$ cat config.mk
export PLATFORM = sky130hd
export DESIGN_NAME = port_irq_ctl
export DESIGN_NICKNAME = d
export VERILOG_FILES = /design/src/rtl/port_irq_ctl.sv
export SDC_FILE = /design/constraint.sdc
export NUM_CORES = 1
export LEC_CHECK = 0
export BUFFER_PORTS_ARGS = -buffer_cell sky130_fd_sc_hd__buf_2
export CORE_MARGIN = 2
export CORE_UTILIZATION = 44
export DETAILED_ROUTE_END_ITERATION = 8
export HOLD_SLACK_MARGIN = 0.02
export PLACE_DENSITY = 0.91
export REMOVE_ABC_BUFFERS = 1
export SKIP_LAST_GASP = 1
export SLEW_MARGIN = 25
export SYNTH_ARGS = -nofsm -noshare
export SYNTH_HDL_FRONTEND = slang
export SYNTH_SLANG_ARGS = --single-unit
$ cat constraint.sdc
create_clock -name clk -period 2.45 [get_ports clk]
set_input_delay 0.1225 -clock clk [delete_from_list [all_inputs] [get_ports clk]]
set_output_delay 0.1225 -clock clk [all_outputs]
set_load 0.01 [all_outputs]
$ cat src/rtl/port_irq_ctl.sv
module port_irq_ctl #(
  parameter int NCAUSE = 9
) (
  input  logic              clk,
  input  logic              rst_n,
  input  logic              reg_wr,
  input  logic              reg_addr,
  input  logic [31:0]       reg_wdata,
  output logic [31:0]       reg_rdata,
  input  logic              ev_cmd_done,
  input  logic              ev_dev_err,
  input  logic              ev_notify,
  input  logic              ev_sig,
  input  logic [NCAUSE-1:0] fatal_in,
  input  logic              bist_fail,
  input  logic              phy_ready,
  output logic              phy_rst_n,
  output logic              cmd_abort,
  output logic              irq
);
  localparam logic ADDR_STAT = 1'b0;
  localparam logic ADDR_CTL  = 1'b1;

  logic [4:0]        evt_q;
  logic [NCAUSE-1:0] cause_q;
  logic [5:0]        en_q;
  logic              ctl_on_q, ctl_off_q;
  logic              bist_q, online_q, sig_pend_q;

  logic [31:0] stat, ctl, wclr;
  logic [4:0]  evt_set;
  logic        fatal_evt, offline_req, online_up, sig_fire, going_off;

  assign wclr        = (reg_wr && reg_addr == ADDR_STAT) ? reg_wdata : 32'h0;
  assign offline_req = ~ctl_on_q | ctl_off_q;
  assign online_up   = ~offline_req & phy_ready & ~online_q;
  assign sig_fire    = sig_pend_q & ~offline_req;
  assign going_off   = online_q & offline_req;
  assign fatal_evt   = |cause_q;
  assign evt_set     = {online_up, ev_sig | sig_fire, ev_notify, ev_dev_err, ev_cmd_done};

  assign stat = {online_q, going_off, bist_q, 10'b0, cause_q[8:6], 2'b0,
                 cause_q[5:0], 2'b0, fatal_evt, evt_q};
  assign ctl  = {ctl_on_q, ctl_off_q, 24'b0, en_q};

  assign reg_rdata = (reg_addr == ADDR_CTL) ? ctl : stat;
  assign irq       = |(stat[5:0] & en_q);
  assign phy_rst_n = ~offline_req;
  assign cmd_abort = ctl_off_q;

  always_ff @(posedge clk) begin
    if (!rst_n) begin
      evt_q      <= '0;
      cause_q    <= '0;
      en_q       <= '0;
      ctl_on_q   <= 1'b0;
      ctl_off_q  <= 1'b0;
      bist_q     <= 1'b0;
      online_q   <= 1'b0;
      sig_pend_q <= 1'b0;
    end else begin
      evt_q      <= evt_set | (evt_q & ~wclr[4:0]);
      cause_q    <= fatal_in | (cause_q & ~{wclr[18:16], wclr[13:8]});
      bist_q     <= bist_fail | (bist_q & ~wclr[29]);
      online_q   <= ~offline_req & (online_q | phy_ready);
      sig_pend_q <= online_up;
      if (reg_wr && reg_addr == ADDR_CTL) begin
        en_q      <= reg_wdata[5:0];
        ctl_off_q <= reg_wdata[30];
        ctl_on_q  <= reg_wdata[31];
      end
    end
  end
endmodule


==> key figures, run 1 <==
Outcome
  • Outcome: finished clean

STA
  • Fin. Hold Viols: 0
  • Final Critical Period: 1.66 ns
  • Final period util: 67.6%
  • Slew Viols, Final: 0
  • Max Clock Skew: 0.00244 ns
  • RSZ-0062 raised after global routing: false
  • Worst Tran Pin Value: 0.582 ns
  • Setup_tns: 0 ns
  • Setup WS post-layout: 0.794 ns
  • Relative slew slack: 61.2%
  • Maximum clock rate: 604 MHz
  • Setup violators final: 0

Critical path
  • Crit path DAT: 1.53 ns
  • Critical path's largest stage delay: 0.35 ns
  • CP bufs+invs: 1
  • Setup CP Type: flop to output pin
  • Cell Chain, Critical Path: nor4_1 -> nand3_1 -> mux2_2 -> buf_2
  • Worst-path maximum fanout: 3
  • Worst Setup Start Kind: flop
  • Slowest cell on the critical path: dfxtp_1
  • Critical Path Sink Type: output pin
  • Crit path required time: 2.33 ns
  • Worst path top cell family by delay: simple AND/OR/NAND/NOR gates

Power and ir drop
  • Clock network fraction of design power: 23.2%
  • VDD IR max: 399 uV
  • PwrDens: 488 mW/mm2
  • Leakage: 0.786 nW
  • Gate power share: 21.4%
  • Switch Pwr: 0.222 mW
  • Overall Power: 0.806 mW
  • Internal Pwr Total: 0.585 mW
  • Sequential share of power: 55.5%
  • Switching Share: 27.5%

Final layout
  • Area growth, synth to finish: 30.7%
  • Fin nets: 255
  • Layout fillers: 224
  • Share of layout cells above drive strength 1: 33.5%
  • Register area: 500 um2
  • Layout Cells excl Fill: 234
  • # diodes: 0
  • Area of the multi-input gates: 662 um2
  • Final core occ: 60.5%

Drt
  • # DRC: 0
  • Number of DRC markers in iteration 0: 17
  • ANT nets after route: 0
  • Drt pass-1 iters: 4
  • Via count: 1176
  • Routed WL: 3.05 mm
  • Drt via density: 5.03
  • Routed length per instance: 13.0 um

Die
  • Initial core utilization: 46.3%
  • Core area: 0.00273 mm2
  • Ports: 86
  • Die width: 57.6 um
  • Die area: 0.00332 mm2
  • Rows: 19
  • Die Y-Extent: 57.6 um

Synthesis
  • Post-Synthesis Cells: 136
  • Mapped cell area: 0.00126 mm2
  • Sequential-to-total area share from yosys stat: 39.6%
  • Synth Area per Inst: 9.30 um2
  • Total of warnings raised by yosys: 0
  • Yosys reg bits: 25
  • Post-synth cell types: 26

GRT
  • GRT Overall Usage: 18.9%
  • First-pass GRT wire length: 4.94 mm
  • Vias in the first global route: 1098
  • Pin count of the biggest net entering global routing: 30
  • Grt ovf: 0
  • Initial antenna violation count: 0

Clock tree
  • Clock Sink Count: 25
  • CTS Root Cell: clkbuf_4
  • H-tree levels: 1
  • Cts bufs inserted: 3
  • Clk pin slew, worst setup/hold paths: 0.13 ns
  • CTS tree: yes
  • Clock Latency Late Sink: 0.32 ns
  • CTS Buffer Depth: 2

Flow run
  • Max Cap Viol: 0

Placed design
  • Placed cells: 216
  • PortBufs: 57
  • Worst slack, placed: 1.14 ns
  • Routability-driven placement congestion ratio: 0.727
  • Hpwl dp: 1.97 mm

Min path
  • Hold crit path type: input pin to flop
==> cells in the final DEF, fill, tap and decap left out <==
cell type	instances
a21boi_0	17
a21boi_1	5
a21o_1	1
a222oi_1	1
a22oi_1	1
a31o_1	1
and2_1	1
buf_2	57
clkbuf_1	1
clkbuf_4	3
conb_1	14
dfxtp_1	25
dlygate4sd3_1	14
mux2_2	7
nand2_1	11
nand3_1	9
nand3b_1	1
nor2_1	4
nor2b_1	11
nor2b_4	1
nor3_1	1
nor3b_1	1
nor4_1	1
o21a_1	13
o22a_1	1
o31a_1	1
==> area by class of cell <==
cell class                 count  area share (%)
tap                           31            2.35
multi-input combinational    103            40.0
timing repair buffer          71            25.7
sequential                    25            30.3
clock buffer                   4            1.59
==> per-stage QoR <==
stage	hold slack, ns	area, um2
2_1_floorplan	0.238	1160
3_3_place_gp	0.330	1490
3_5_place_dp	0.335	1490
4_1_cts	0.0374	1650
5_1_grt	0.0461	1650
6_report	0.0340	1650
==> state kept, by name, summed over array words and instances, names as in the netlist <==
| register | flops |
|---|---|
| cmd_abort | 1 |
| online_q | 1 |
| ctl_on_q | 1 |
| bist_q | 1 |
| cause_q | 9 |
| sig_pend_q | 1 |
| evt_q | 5 |
| en_q | 6 |
==> worst paths after layout <==
path | cells past startpoint | slack, ns | start | to
worst min register to register | 2 | 0.49 | en_q[2] | en_q[2]
worst min-delay path | 3 | 0.03 | phy_ready | online_q
worst max-delay path | 4 | 0.79 | cause_q[5] | reg_rdata[5]
worst max register to register | 3 | 1.47 | ctl_on_q | evt_q[3]
==> power by group through the flow <==
stage | sequential (mW) | clock, mW | combinational, mW
after floorplan | 0.451 | 0 | 0.0824
final | 0.447 | 0.187 | 0.173
after detailed placement | 0.455 | 0 | 0.152
after CTS | 0.447 | 0.191 | 0.169
after global routing | 0.451 | 0.209 | 0.189
after global placement | 0.455 | 0 | 0.150
==> worst min-delay path: cells and delay by family <==
kind	cells	cell delay, ns
and+or+nand+nor	2	0.11
buffers and inverters	1	0.08
==> logic make-up (layout without fill, tap and decap cells) <==
group           after synthesis  after routing  share of synthesized area, %
compound gates               41             41                          24.8
buf+inv                      21             75                          12.0
flops                        25             25                          39.6
mux                           7              7                          6.23
other cells                   1             14                         0.296
simple gates                 41             41                          17.1
==> Yosys cell counts <==
library cell  instances  area (um2)
a21boi_0             17         128
and2_1                1        6.26
a31o_1                1        8.76
o31a_1                1        8.76
dfxtp_1              25         500
nand2_1              11        41.3
buf_4                17         128
nor2_1                4        15.0
nor3b_1               1        7.51
mux2_2                7        78.8
a222oi_1              1        10.0
conb_1                1        3.75
nor2b_1              11        68.8
nor4_1                1        6.26
nor2b_4               1        13.8
nand3b_1              1        7.51
a22oi_1               1        7.51
clkbuf_1              2        7.51
o22a_1                1        8.76
buf_6                 1        11.3
buf_2                 1        5.00
nand3_1               9        45.0
nor3_1                1        5.00
o21a_1               13        97.6
a21o_1                1        7.51
a21boi_1              5        37.5
==> routing by layer <==
| metal | vias to the layer above | wire length [um] | GRT usage [%] |
|---|---|---|---|
| met4 | 0 | 33 | 5.98 |
| li1 | 579 | - | - |
| met5 | - | 0 | 0 |
| met3 | 4 | 260 | 5.13 |
| met2 | 57 | 1390 | 30.8 |
| met1 | 536 | 1360 | 24.3 |
==> repair_timing <==
action | 4_1_cts | 5_1_grt
hold buffers | 14 | 0
buffers inserted | 0 | 0
endpoints found under the setup margin | 0 | 0
hold endpoints to repair | 14 | 0
gates resized for setup | 0 | 0
Power figures use the tool's default switching activity.
==> run 2, diff against run 1 <==
CORE_UTILIZATION = 41   (was 44)
PLACE_DENSITY = 0.86   (was 0.91)
clock period = 1.7 ns   (was 2.45 ns; I/O delays follow)
==> run 2 against run 1 <==
Hold slack got worse by 0.0018 ns; count of clock-buffer cells in the layout decreased by 1; register-to-register slack got worse by 0.76 ns; total power increased by 46%; global-route usage increased by 1.1 points; clock skew increased by 0.0045 ns; worst setup slack got worse by 0.66 ns; core utilization decreased by 2.2 points; sequential cell count unchanged; clock power increased by 43%; largest power group unchanged.
==> key figures, run 2 (synthesis results as in run 1) <==
Outcome
  • Outcome: finished clean

Final layout
  • Area growth, synth to finish: 38.2%
  • Register area: 500 um2
  • Most common cell after layout, fill and taps aside: buf_2
  • # diodes: 0
  • Largest register FFs: 9
  • Most frequent cells in the layout: 57 x buf_2, 25 x dfxtp_1, 21 x dlygate4sd3_1, 17 x a21boi_0, 14 x conb_1
  • Fin nets: 264
  • Most flops, register: cause_q
  • Share of layout cells above drive strength 1: 34.0%
  • Finished Cell Area: 0.00175 mm2
  • Area of the multi-input gates: 668 um2
  • Biggest registers after layout: cause_q x9, en_q x6, evt_q x5
  • Layout fillers: 261

Clock tree
  • CTS tree: yes
  • Clk pin slew, worst setup/hold paths: 0.13 ns
  • Clock Latency Late Sink: 0.32 ns
  • Clock Sink Count: 25
  • H-tree levels: 1
  • CTS Buffer Depth: 2
  • CTS Root Cell: clkbuf_4
  • Cts bufs inserted: 3

STA
  • Slew Viols, Final: 0
  • Fin. Hold Viols: 0
  • Max Clock Skew: 0.00696 ns
  • Setup_tns: 0 ns
  • Final Critical Period: 1.56 ns
  • Final period util: 92.0%
  • Maximum clock rate: 640 MHz
  • RSZ-0062 raised after global routing: false
  • Setup violators final: 0

Power and ir drop
  • Leakage: 0.828 nW
  • Overall Power: 1.18 mW
  • PwrDens: 675 mW/mm2
  • VDD IR max: 545 uV

Critical path
  • CP bufs+invs: 1
  • Crit path required time: 1.62 ns
  • Setup CP Type: flop to output pin
  • Worst Setup Start Kind: flop
  • Critical path's largest stage delay: 0.35 ns
  • R2R cell count: 3
  • Worst-path maximum fanout: 3
  • Worst path top cell family by delay: simple AND/OR/NAND/NOR gates
  • Crit path DAT: 1.48 ns
  • Critical Path Sink Type: output pin
  • Slowest cell on the critical path: dfxtp_1
  • Crit. path cell count: 4
  • Cell Chain, Critical Path: nor4_2 -> nand3_1 -> mux2_2 -> buf_2

Drt
  • Routed length per instance: 13.0 um
  • Drt pass-1 iters: 4
  • Number of DRC markers in iteration 0: 24
  • ANT nets after route: 0
  • # DRC: 0
  • Via count: 1214
  • Drt via density: 4.96
  • Routed WL: 3.18 mm

GRT
  • Grt ovf: 0
  • Initial antenna violation count: 0
  • Vias in the first global route: 1205
  • GRT Overall Usage: 20.0%
  • First-pass GRT wire length: 5.37 mm
  • Pin count of the biggest net entering global routing: 22

Placed design
  • Placed Area: 0.00150 mm2
  • Routability-driven placement congestion ratio: 0.794
  • Hpwl dp: 2.02 mm
  • PortBufs: 57

Die
  • Rows: 20
  • Die width: 59.5 um
  • Ports: 86
  • Die Y-Extent: 59.5 um
  • Initial core utilization: 42.1%
  • Die area: 0.00355 mm2
  • Core area: 0.00300 mm2

Flow run
  • Max Cap Viol: 0

Min path
  • Hold Crit Depth: 3
  • Hold crit path type: input pin to flop
-- run 2: changes by cell type in the layout (fill, tap and decap cells not counted), sizes merged --
cell / before / now
clkinv: 0 / 1
dlygate4sd3: 14 / 21
clkbuf: 4 / 3
buf: 57 / 59
-- run 2: worst reg2reg max path, stage by stage, from the launching register on --
cell	delay, ns
dfxtp_1	0.37
nor2b_1	0.15
and2_1	0.16
o31a_1	0.23
-- run 2: path summary, 6_finish.rpt --
check | to | from | slack, ns
max | reg_rdata[5] | cause_q[5] | 0.14
min | en_q[0] | reg_wdata[0] | 0.03
max reg2reg | evt_q[3] | ctl_on_q | 0.71
min reg2reg | en_q[4] | en_q[4] | 0.50
-- run 2: metal layers --
metal  wire length (um)  GRT usage [%]  up-vias  share of wire [%]
met2               1530           32.7       55                 48
met4                 31           6.67        0               0.98
met1               1400           26.2      554                 44
li1                   -              -      601                  -
met5                  0              0        -                  0
met3                217           3.93        4                6.8
-- run 2: report_power, final --
part / switching [mW] / leakage (nW) / internal [mW]
Clock: 0.180 / 0.0177 / 0.0881
Combinational: 0.122 / 0.604 / 0.145
Sequential: 0.0243 / 0.207 / 0.621
Total: 0.327 / 0.828 / 0.854
-- run 2: cell type report --
type	instances	area share, %
clock inverter	1	0.286
multi-input combinational	103	38.2
clock buffer	3	1.29
timing repair buffer	80	29.2
tap	33	2.36
sequential	25	28.6
-- run 2: stage by stage --
step	hold WS [ns]	setup slack [ns]	utilization, %	cells
after floorplan	0.201	0.666	-	128
after global placement	0.294	0.479	50.1	220
after detailed placement	0.298	0.448	50.1	220
after CTS	0.0220	0.0816	57.7	244
after global routing	0.0238	0.0245	58.2	245
final	0.0322	0.137	58.2	245
-- run 2: timing repair --
action	CTS	global route
endpoints found under the hold margin	20	1
resized for setup	0	1
hold buffers	20	1
endpoints found under the setup margin	0	1
setup buffers	0	0
